--- config.mk ---
export PLATFORM = sky130hd
export DESIGN_NAME = trig_gate_ctrl
export DESIGN_NICKNAME = d
export VERILOG_FILES = /design/src/rtl/trig_gate_pkg.sv /design/src/rtl/trig_src_sel.sv /design/src/rtl/trig_lock_ctrl.sv /design/src/rtl/trig_gate_ctrl.sv
export SDC_FILE = /design/constraint.sdc
export NUM_CORES = 1
export LEC_CHECK = 0
export ABC_AREA = 1
export BUFFER_PORTS_ARGS = -buffer_cell sky130_fd_sc_hd__buf_2
export CAP_MARGIN = 40
export CELL_PAD_IN_SITES_DETAIL_PLACEMENT = 1
export CELL_PAD_IN_SITES_GLOBAL_PLACEMENT = 1
export CORE_MARGIN = 3
export CORE_UTILIZATION = 21
export DETAILED_ROUTE_END_ITERATION = 8
export HOLD_SLACK_MARGIN = 0.15
export PLACE_DENSITY = 0.83
export SLEW_MARGIN = 20
export SYNTH_ARGS = -nofsm -noshare
export SYNTH_HDL_FRONTEND = slang
export SYNTH_HIERARCHICAL = 1
export SYNTH_SLANG_ARGS = --single-unit
--- constraint.sdc ---
create_clock -name clk -period 0.8 [get_ports clk]
set_input_delay 0.04 -clock clk [delete_from_list [all_inputs] [get_ports clk]]
set_output_delay 0.04 -clock clk [all_outputs]
set_load 0.03 [all_outputs]
--- src/rtl/trig_gate_pkg.sv ---
package trig_gate_pkg;
   typedef enum logic [1:0] {
      MODE_TIMER   = 2'd0,
      MODE_CAPTURE = 2'd1,
      MODE_PWM1    = 2'd2,
      MODE_PWM2    = 2'd3
   } op_mode_e;
endpackage

--- src/rtl/trig_src_sel.sv ---
// Source table, capture-mode masking and rising-edge detection.
module trig_src_sel #(
   parameter int unsigned N_LANE = 8,
   localparam int unsigned SEL_W = $clog2(N_LANE) + 2
) (
   input  logic              clk,
   input  logic              rst_n,
   input  logic [SEL_W-1:0]  sel_code,
   input  logic              capture_mode,
   input  logic [N_LANE-1:0] ext_trig,
   input  logic              cmp_out,
   input  logic              safety_mon,
   input  logic [N_LANE-1:0] tmr_trig,
   input  logic [N_LANE-1:0] ftm_trig,
   output logic              evt
);
   localparam int unsigned N_CODE   = 1 << SEL_W;
   localparam int unsigned CODE_CMP = N_LANE;
   localparam int unsigned CODE_SAF = N_LANE + N_LANE / 2;

   logic [N_CODE-1:0] src_tab;
   logic [N_CODE-1:0] upper_grp;
   logic              lvl;
   logic              prev_q;

   if (N_LANE < 2 || (N_LANE & (N_LANE - 1)) != 0) begin : g_bad_lane
      $error("trig_src_sel: N_LANE must be a power of two, at least 2");
   end

   for (genvar c = 0; c < N_CODE; c++) begin : g_code
      if (c < N_LANE) begin : g_ext
         assign src_tab[c]   = ext_trig[c];
         assign upper_grp[c] = 1'b0;
      end else if (c == CODE_CMP) begin : g_cmp
         assign src_tab[c]   = cmp_out;
         assign upper_grp[c] = 1'b0;
      end else if (c == CODE_SAF) begin : g_saf
         assign src_tab[c]   = safety_mon;
         assign upper_grp[c] = 1'b0;
      end else if (c < 2 * N_LANE) begin : g_rsv
         assign src_tab[c]   = 1'b0;
         assign upper_grp[c] = 1'b0;
      end else if (c < 3 * N_LANE) begin : g_tmr
         assign src_tab[c]   = tmr_trig[c-2*N_LANE];
         assign upper_grp[c] = 1'b1;
      end else begin : g_ftm
         assign src_tab[c]   = ftm_trig[c-3*N_LANE];
         assign upper_grp[c] = 1'b1;
      end
   end

   assign lvl = src_tab[sel_code] & ~(capture_mode & upper_grp[sel_code]);

   always_ff @(posedge clk or negedge rst_n) begin
      if (!rst_n) prev_q <= 1'b0;
      else        prev_q <= lvl;
   end

   assign evt = lvl & ~prev_q;
endmodule

--- src/rtl/trig_lock_ctrl.sv ---
// Restart lockout after a normal stop and hold after an emergency stop.
module trig_lock_ctrl (
   input  logic clk,
   input  logic rst_n,
   input  logic cnt_running,
   input  logic estop,
   input  logic estop_release,
   input  logic start_lock,
   input  logic cnt_read,
   output logic start_ok
);
   logic run_q;
   logic pend_q;
   logic hold_q;
   logic arm_now;

   assign arm_now  = run_q & ~cnt_running & start_lock & ~estop;
   assign start_ok = ~(pend_q | arm_now) & ~(estop | hold_q);

   always_ff @(posedge clk or negedge rst_n) begin
      if (!rst_n) begin
         run_q  <= 1'b0;
         pend_q <= 1'b0;
         hold_q <= 1'b0;
      end else begin
         run_q <= cnt_running;
         if (arm_now)       pend_q <= 1'b1;
         else if (cnt_read) pend_q <= 1'b0;
         if (estop)              hold_q <= 1'b1;
         else if (estop_release) hold_q <= 1'b0;
      end
   end
endmodule

--- src/rtl/trig_gate_ctrl.sv ---
module trig_gate_ctrl
   import trig_gate_pkg::*;
#(
   parameter int unsigned N_LANE = 8,
   localparam int unsigned SEL_W = $clog2(N_LANE) + 2
) (
   input  logic              clk,
   input  logic              rst_n,
   input  logic [SEL_W-1:0]  sel_code,
   input  logic [1:0]        op_mode,
   input  logic              clr_inhibit,
   input  logic              start_lock,
   input  logic [N_LANE-1:0] ext_trig,
   input  logic              cmp_out,
   input  logic              safety_mon,
   input  logic [N_LANE-1:0] tmr_trig,
   input  logic [N_LANE-1:0] ftm_trig,
   input  logic              cnt_running,
   input  logic              estop,
   input  logic              estop_release,
   input  logic              pos_out,
   input  logic              cnt_read,
   output logic              start_req,
   output logic              clr_req
);
   logic capture_mode;
   logic evt;
   logic start_ok;
   logic clr_block;

   assign capture_mode = (op_mode_e'(op_mode) == MODE_CAPTURE);
   assign clr_block    = ~capture_mode & clr_inhibit & pos_out;

   trig_src_sel #(.N_LANE(N_LANE)) u_src (
      .clk          (clk),
      .rst_n        (rst_n),
      .sel_code     (sel_code),
      .capture_mode (capture_mode),
      .ext_trig     (ext_trig),
      .cmp_out      (cmp_out),
      .safety_mon   (safety_mon),
      .tmr_trig     (tmr_trig),
      .ftm_trig     (ftm_trig),
      .evt          (evt)
   );

   trig_lock_ctrl u_lock (
      .clk           (clk),
      .rst_n         (rst_n),
      .cnt_running   (cnt_running),
      .estop         (estop),
      .estop_release (estop_release),
      .start_lock    (start_lock),
      .cnt_read      (cnt_read),
      .start_ok      (start_ok)
   );

   always_ff @(posedge clk or negedge rst_n) begin
      if (!rst_n) begin
         start_req <= 1'b0;
         clr_req   <= 1'b0;
      end else begin
         clr_req   <= evt & ~clr_block;
         start_req <= evt & start_ok & ~cnt_running;
      end
   end
endmodule

==> summary.md, run 1 <==
| Metric | Value |
|---|---|
| Die Wd | `59.5 um` |
| Tmin final | `0.875 ns` |
| Area grow syn2layout | `69.4%` |
| Initial antenna violation count | `0` |
| Via density per instance | `4.22` |
| Die height | `59.5 um` |
| Worst Path Arrival | `1.05 ns` |
| Pre-CTS setup slack | `-0.466 ns` |
| MaxCap Viol Count | `0` |
| Cells after Synth | `110` |
| Worst Clk Skew | `0.00570 ns` |
| Critical path's top delay family | `simple AND/OR/NAND/NOR gates` |
| Fin Hold WS | `-0.0541 ns` |
| Crit. End Element | `flip-flop` |
| Pleak | `0.000649 uW` |
| Hold Fails Final Rpt | `2` |
| Total global-route track usage | `13.7%` |
| Critical Path Start Type | `flip-flop` |
| Slew Limit Fails | `0` |
| Drt wl/cell | `11.8 um` |
| DR WL met2 | `1310 um` |
| Switching pwr | `335 uW` |
| Worst slew margin | `89.1%` |
| Outcome | `complete, but fails checks` |
| CTS Buf Count | `3` |
| CTS tree | `yes` |
| Internal power | `698 uW` |
| Ports | `44` |
| H-tree depth | `1` |
| CP max-delay cell | `dfrtp_1` |
| Fillers | `360` |
| Routed via count | `823` |
| Critical path type | `reg2reg` |
| Clock Path Buffers | `2` |
| Clock-pin slew on the worst setup and hold paths | `0.05 ns` |
| Root buf cell | `clkbuf_4` |
| Starting Density | `23.2%` |
| Ant. Diodes | `0` |
| Seq pwr share | `32.4%` |
| DP Wirelength | `1810 um` |
| First-pass GRT wire length | `3720 um` |
| Routability Congestion | `0.773` |
| WP buf/inv | `0` |
| Crit-path cells | `nor2_1, nand2_1, nor2_2, nand2_1, nor2_1` |
| Worst Hold Class | `in2reg` |
| Antenna viol nets, final | `0` |
| Comb power frac | `39.9%` |
| Total die area | `3540 um2` |
| Top Metal Used | `met3` |
| Drc violations | `0` |
| DRT iter0 DRCs | `18` |
| Mapped Nets | `152` |
| Syn Area/Cell | `5.46 um2` |
| Cell variety after synth | `15` |
| Sequential-to-total area share from yosys stat | `25.0%` |
| Flops & latches, synth | `6` |
| Clock Latency Late Sink | `0.24 ns` |
| Vias in the first global route | `853` |
| Core area | `2590 um2` |
| Share of layout cells above drive strength 1 | `41.2%` |
| Final period utilization | `109%` |
| Final wirelength | `2300 um` |
| Wire length on met3 | `81 um` |
| Clk pwr share | `27.7%` |
| Met1 wire length | `908 um` |
| Pwr Density | `1020 nW/um2` |
| Max FO, Critical Path | `2` |
| Worst Slack Setup Final | `-0.0747 ns` |
| Failing checks | `hold timing, setup timing` |
| RSZ-0062 raised after global routing | `true` |
| Hold_buf cts | `5` |
| Largest vdd supply drop | `0.000417 V` |
| Post-Syn Area | `601 um2` |
| CTS Sinks | `6` |
| Total gr overflow | `0` |
| # rows | `18` |
| Largest net degree at the start of global routing | `15` |
| Warnings from Yosys | `6` |
| Worst Path Required | `0.97 ns` |
| Worst Tran Pin Value | `0.162 ns` |
| CP max stage delay | `0.38 ns` |
| Placed cell area | `880 um2` |
| IO Port Bufs | `43` |
| FMAX | `1140 MHz` |
| Final nets | `209` |
| Fin area | `1020 um2` |
| TritonRoute pass-1 iters | `4` |
| Final setup viols | `2` |
| Sw frac | `32.4%` |
## sequential cells by signal, summed over array words and instances, names as in the netlist
register / cells
clr_req: 1
start_req: 1
u_src/prev_q: 1
u_lock/run_q: 1
u_lock/pend_q: 1
u_lock/hold_q: 1
## repair_timing
| action | in CTS | in global routing |
|---|---|---|
| resized for setup | 11 | 4 |
| pin swaps | 5 | 3 |
| endpoints found under the hold margin | 12 | 5 |
| endpoints found under the setup margin | 5 | 4 |
| buffers inserted | 0 | 1 |
| gates cloned | 0 | 1 |
## through the flow
step / TNS, ns / cells / hold slack, ns / power, uW / utilization [%]
2_1_floorplan: -0.153 / 110 / -0.256 / 524 / -
3_3_place_gp: -1.08 / 185 / -0.134 / 674 / 34.0
3_5_place_dp: -1.24 / 185 / -0.126 / 691 / 34.0
4_1_cts: -0.0607 / 193 / -0.0638 / 1030 / 38.0
5_1_grt: -0.287 / 195 / -0.0538 / 1120 / 39.3
6_report: -0.102 / 195 / -0.0541 / 1030 / 39.3
## worst register-to-register path, stage by stage (launching register included)
cell and delay, ns:
dfrtp_1 0.38, nor2_1 0.10, nand2_1 0.09, nor2_2 0.09
nand2_1 0.06, nor2_1 0.08
## placed cells by master, fill, tap and decap left out
| cell type | instances |
|---|---|
| nand4_1 | 1 |
| buf_4 | 5 |
| nor2_1 | 3 |
| buf_6 | 2 |
| inv_1 | 25 |
| or2_4 | 1 |
| dfrtp_1 | 6 |
| o21ai_0 | 1 |
| nand3_2 | 2 |
| o21ai_2 | 1 |
| dlygate4sd3_1 | 5 |
| clkbuf_4 | 3 |
| inv_2 | 2 |
| nor2_2 | 2 |
| nand2_2 | 5 |
| inv_6 | 1 |
| nand3_1 | 15 |
| a21oi_2 | 2 |
| nand2_1 | 41 |
| buf_2 | 40 |
| inv_12 | 1 |
| buf_12 | 1 |
## synthesized netlist by cell type, drive strengths merged
cell type	n	area share, %
or2	1	1.0
nor2	5	4.0
a21oi	2	2.9
inv	28	17
buf	2	3.1
o21ai	2	1.7
dfrtp	6	25
nand4	1	1.0
nand3	17	14
nand2	46	30
## routing by layer
metal | vias up | global-route usage (%)
met3 | 0 | 0.218
met4 | 0 | 2.91
met1 | 370 | 16.4
met2 | 17 | 26.8
li1 | 436 | -
met5 | - | 0
## cell families (layout without fill, tap and decap cells)
group	Yosys count	count (layout)	synth area share, %
AND/OR/NAND/NOR	70	70	49.8
buffers and inverters	30	85	20.6
flip-flops	6	6	25.0
AO/OA/AOI/OAI	4	4	4.58
## cell type report
type,instances,area [um2],area share (%)
repair buffers,53,330,32.5
multi-input cells,74,350,34.4
well taps,30,37.5,3.69
inverters,28,118,11.6
clock buffers,3,22.5,2.21
repair inverters,1,8.76,0.861
flip-flops and latches,6,150,14.8
## worst paths after layout
kind                                 to           from  cells after the start  slack [ns]
max in group asynchronous  u_src/prev_q          rst_n                      2        0.49
max reg2reg                   start_req  u_lock/pend_q                      5       -0.07
min in group asynchronous  u_lock/run_q          rst_n                      2        0.16
max                           start_req  u_lock/pend_q                      5       -0.07
min                        u_lock/run_q    cnt_running                      1       -0.05
min reg2reg                   start_req   u_src/prev_q                      3        0.51
## power by group through the flow
stage / clock network (uW) / registers (uW) / logic [uW]
after CTS: 295 / 334 / 396
after floorplan: 0 / 348 / 176
after global placement: 0 / 337 / 337
after global routing: 319 / 336 / 462
final: 286 / 334 / 412
after detailed placement: 0 / 337 / 354
Power figures use the tool's default switching activity.
==> run 2: changes to the inputs <==
--- a/config.mk
+++ b/config.mk
@@ -11,10 +11,10 @@
 export CELL_PAD_IN_SITES_DETAIL_PLACEMENT = 1
 export CELL_PAD_IN_SITES_GLOBAL_PLACEMENT = 1
 export CORE_MARGIN = 3
-export CORE_UTILIZATION = 21
+export CORE_UTILIZATION = 24
 export DETAILED_ROUTE_END_ITERATION = 8
 export HOLD_SLACK_MARGIN = 0.15
-export PLACE_DENSITY = 0.83
+export PLACE_DENSITY_LB_ADDON = 0.15
 export SLEW_MARGIN = 20
 export SYNTH_ARGS = -nofsm -noshare
 export SYNTH_HDL_FRONTEND = slang
==> constraint.sdc (replaced) <==
create_clock -name clk -period 0.9 [get_ports clk]
set_input_delay 0.045 -clock clk [delete_from_list [all_inputs] [get_ports clk]]
set_output_delay 0.045 -clock clk [all_outputs]
set_load 0.03 [all_outputs]
==> run 2 against run 1 <==
Effect of this change: cell count grew 1.0%; final area is 1.5% higher; worst setup slack improved by 0.063 ns; the flow finishes with violations (setup timing); total power is 12% lower; first-iteration DRC count fell by 17%; combinational power shrank 12%; flip-flop and latch count did not move; count of clock-buffer cells in the layout did not move; die area down 11%.
==> summary.md, run 2 (same netlist as run 1, synthesis figures left out) <==
| Metric | Value |
|---|---|
| Most common cell after layout, fill and taps aside | `buf_2` |
| Max FO, Critical Path | `2` |
| Clock-pin slew on the worst setup and hold paths | `0.04 ns` |
| CTS Sinks | `6` |
| # rows | `17` |
| Drc violations | `0` |
| Worst Path Arrival | `1.09 ns` |
| CTS tree | `yes` |
| Worst Tran Pin Value | `0.166 ns` |
| Critical path's top delay family | `buffers and inverters` |
| Total die area | `3140 um2` |
| Worst Path Required | `1.08 ns` |
| Crit-path cells | `dlygate4sd3_1, buf_2, nand2_2, nor2_2, nor2_2, nand2_1, nor2_1` |
| WP buf/inv | `2` |
| H-tree depth | `1` |
| Hold Fails Final Rpt | `0` |
| Worst Slack Setup Final | `-0.0117 ns` |
| Placed cell area | `860 um2` |
| Core area | `2300 um2` |
| Ports | `44` |
| Routability Congestion | `0.766` |
| Crit. End Element | `flip-flop` |
| Highest-count cells in the layout ignoring fill and taps | `buf_2 (42), nand2_1 (41), inv_1 (25), nand3_1 (16), dlygate4sd3_1 (10)` |
| Worst Clk Skew | `0.00113 ns` |
| CP max stage delay | `0.53 ns` |
| Fin area | `1030 um2` |
| Root buf cell | `clkbuf_4` |
| CTS Buf Count | `3` |
| TritonRoute pass-1 iters | `4` |
| IO Port Bufs | `43` |
| Worst Hold Class | `in2reg` |
| Critical Path Start Type | `input port` |
| First-pass GRT wire length | `3550 um` |
| CP max-delay cell | `dlygate4sd3_1` |
| Final nets | `213` |
| Die Wd | `56.0 um` |
| DRT iter0 DRCs | `15` |
| Clock Path Buffers | `2` |
| Via density per instance | `4.27` |
| Final period utilization | `101%` |
| Routed via count | `841` |
| Clock Latency Late Sink | `0.24 ns` |
| Final wirelength | `2220 um` |
| Area of the multi-input gates | `339 um2` |
| Fillers | `347` |
| Initial antenna violation count | `0` |
| Pleak | `0.000649 uW` |
| DP Wirelength | `1620 um` |
| Slew Limit Fails | `0` |
| Worst slew margin | `88.8%` |
| Failing checks | `setup timing` |
| Drt wl/cell | `11.3 um` |
| Critical path type | `in2reg` |
| Final setup viols | `1` |
| Die height | `56.0 um` |
| Total global-route track usage | `13.9%` |
| Area grow syn2layout | `71.9%` |
| MaxCap Viol Count | `0` |
| Fin util | `44.9%` |
| Tmin final | `0.912 ns` |
| R2r setup slk | `0.01 ns` |
| Hold_buf cts | `10` |
| RSZ-0062 raised after global routing | `true` |
| Largest net degree at the start of global routing | `15` |
| Share of layout cells above drive strength 1 | `38.5%` |
| Largest vdd supply drop | `0.000518 V` |
| Vias in the first global route | `891` |
| Outcome | `complete, but fails checks` |
| Antenna viol nets, final | `0` |
| Ant. Diodes | `0` |
| Register Area | `150 um2` |
| Starting Density | `26.1%` |
| Pwr Density | `880 nW/um2` |
| Total gr overflow | `0` |
| Pre-CTS setup slack | `-0.407 ns` |
| CP most frequent cell | `nor2_2` |
| FMAX | `1100 MHz` |
==> run 2: final timing paths <==
path | startpoint | endpoint | cells past startpoint
worst max-delay path | start_lock | start_req | 7
worst min-delay path | sel_code[4] | u_src/prev_q | 4
worst max register to register | u_lock/pend_q | start_req | 5
worst min register to register | u_src/prev_q | start_req | 3
max in group asynchronous | rst_n | start_req | 2
min in group asynchronous | rst_n | u_lock/hold_q | 2
==> run 2: worst reg2reg max path, delay by kind of cell (launching register included) <==
family           cells  cell delay (ns)
and+or+nand+nor      5             0.44
DFF                  1             0.38
==> run 2: final cells by class <==
type / instances / share of cell area (%)
clock buffers: 3 / 2.18
inverters: 28 / 11.8
multi-input cells: 74 / 32.8
flip-flops and latches: 6 / 14.5
well taps: 28 / 3.39
repair buffers: 57 / 34.4
repair inverters: 1 / 0.848
==> run 2: report_power, final <==
group	total, uW	internal (uW)	switching (uW)
logic	363	180	182
clock network	248	151	96.8
registers	298	289	9.18
total	908	620	288
==> run 2: metal layers <==
metal / track usage (%) / share of wire, %
met2: 27.5 / 55
met1: 14.3 / 39
met3: 1.39 / 5.2
met4: 6.10 / 0.81
met5: 0 / 0
==> run 2: what timing repair did <==
item | CTS | global route
setup endpoints to repair | 2 | 2
setup buffers | 0 | 2
gates resized for setup | 2 | 6
pin swaps | 1 | 5
cloned | 0 | 1
hold endpoints to repair | 12 | 1
==> run 2: per-stage QoR <==
step | instances | TNS, ns | hold slack (ns) | total power, uW
after global placement | 181 | -0.841 | -0.127 | 595
after detailed placement | 181 | -0.983 | -0.122 | 606
final | 197 | -0.0117 | 0.0926 | 908
after CTS | 194 | 0 | 0.114 | 898
after global routing | 197 | -0.121 | 0.121 | 992
after floorplan | 110 | 0 | -0.251 | 463
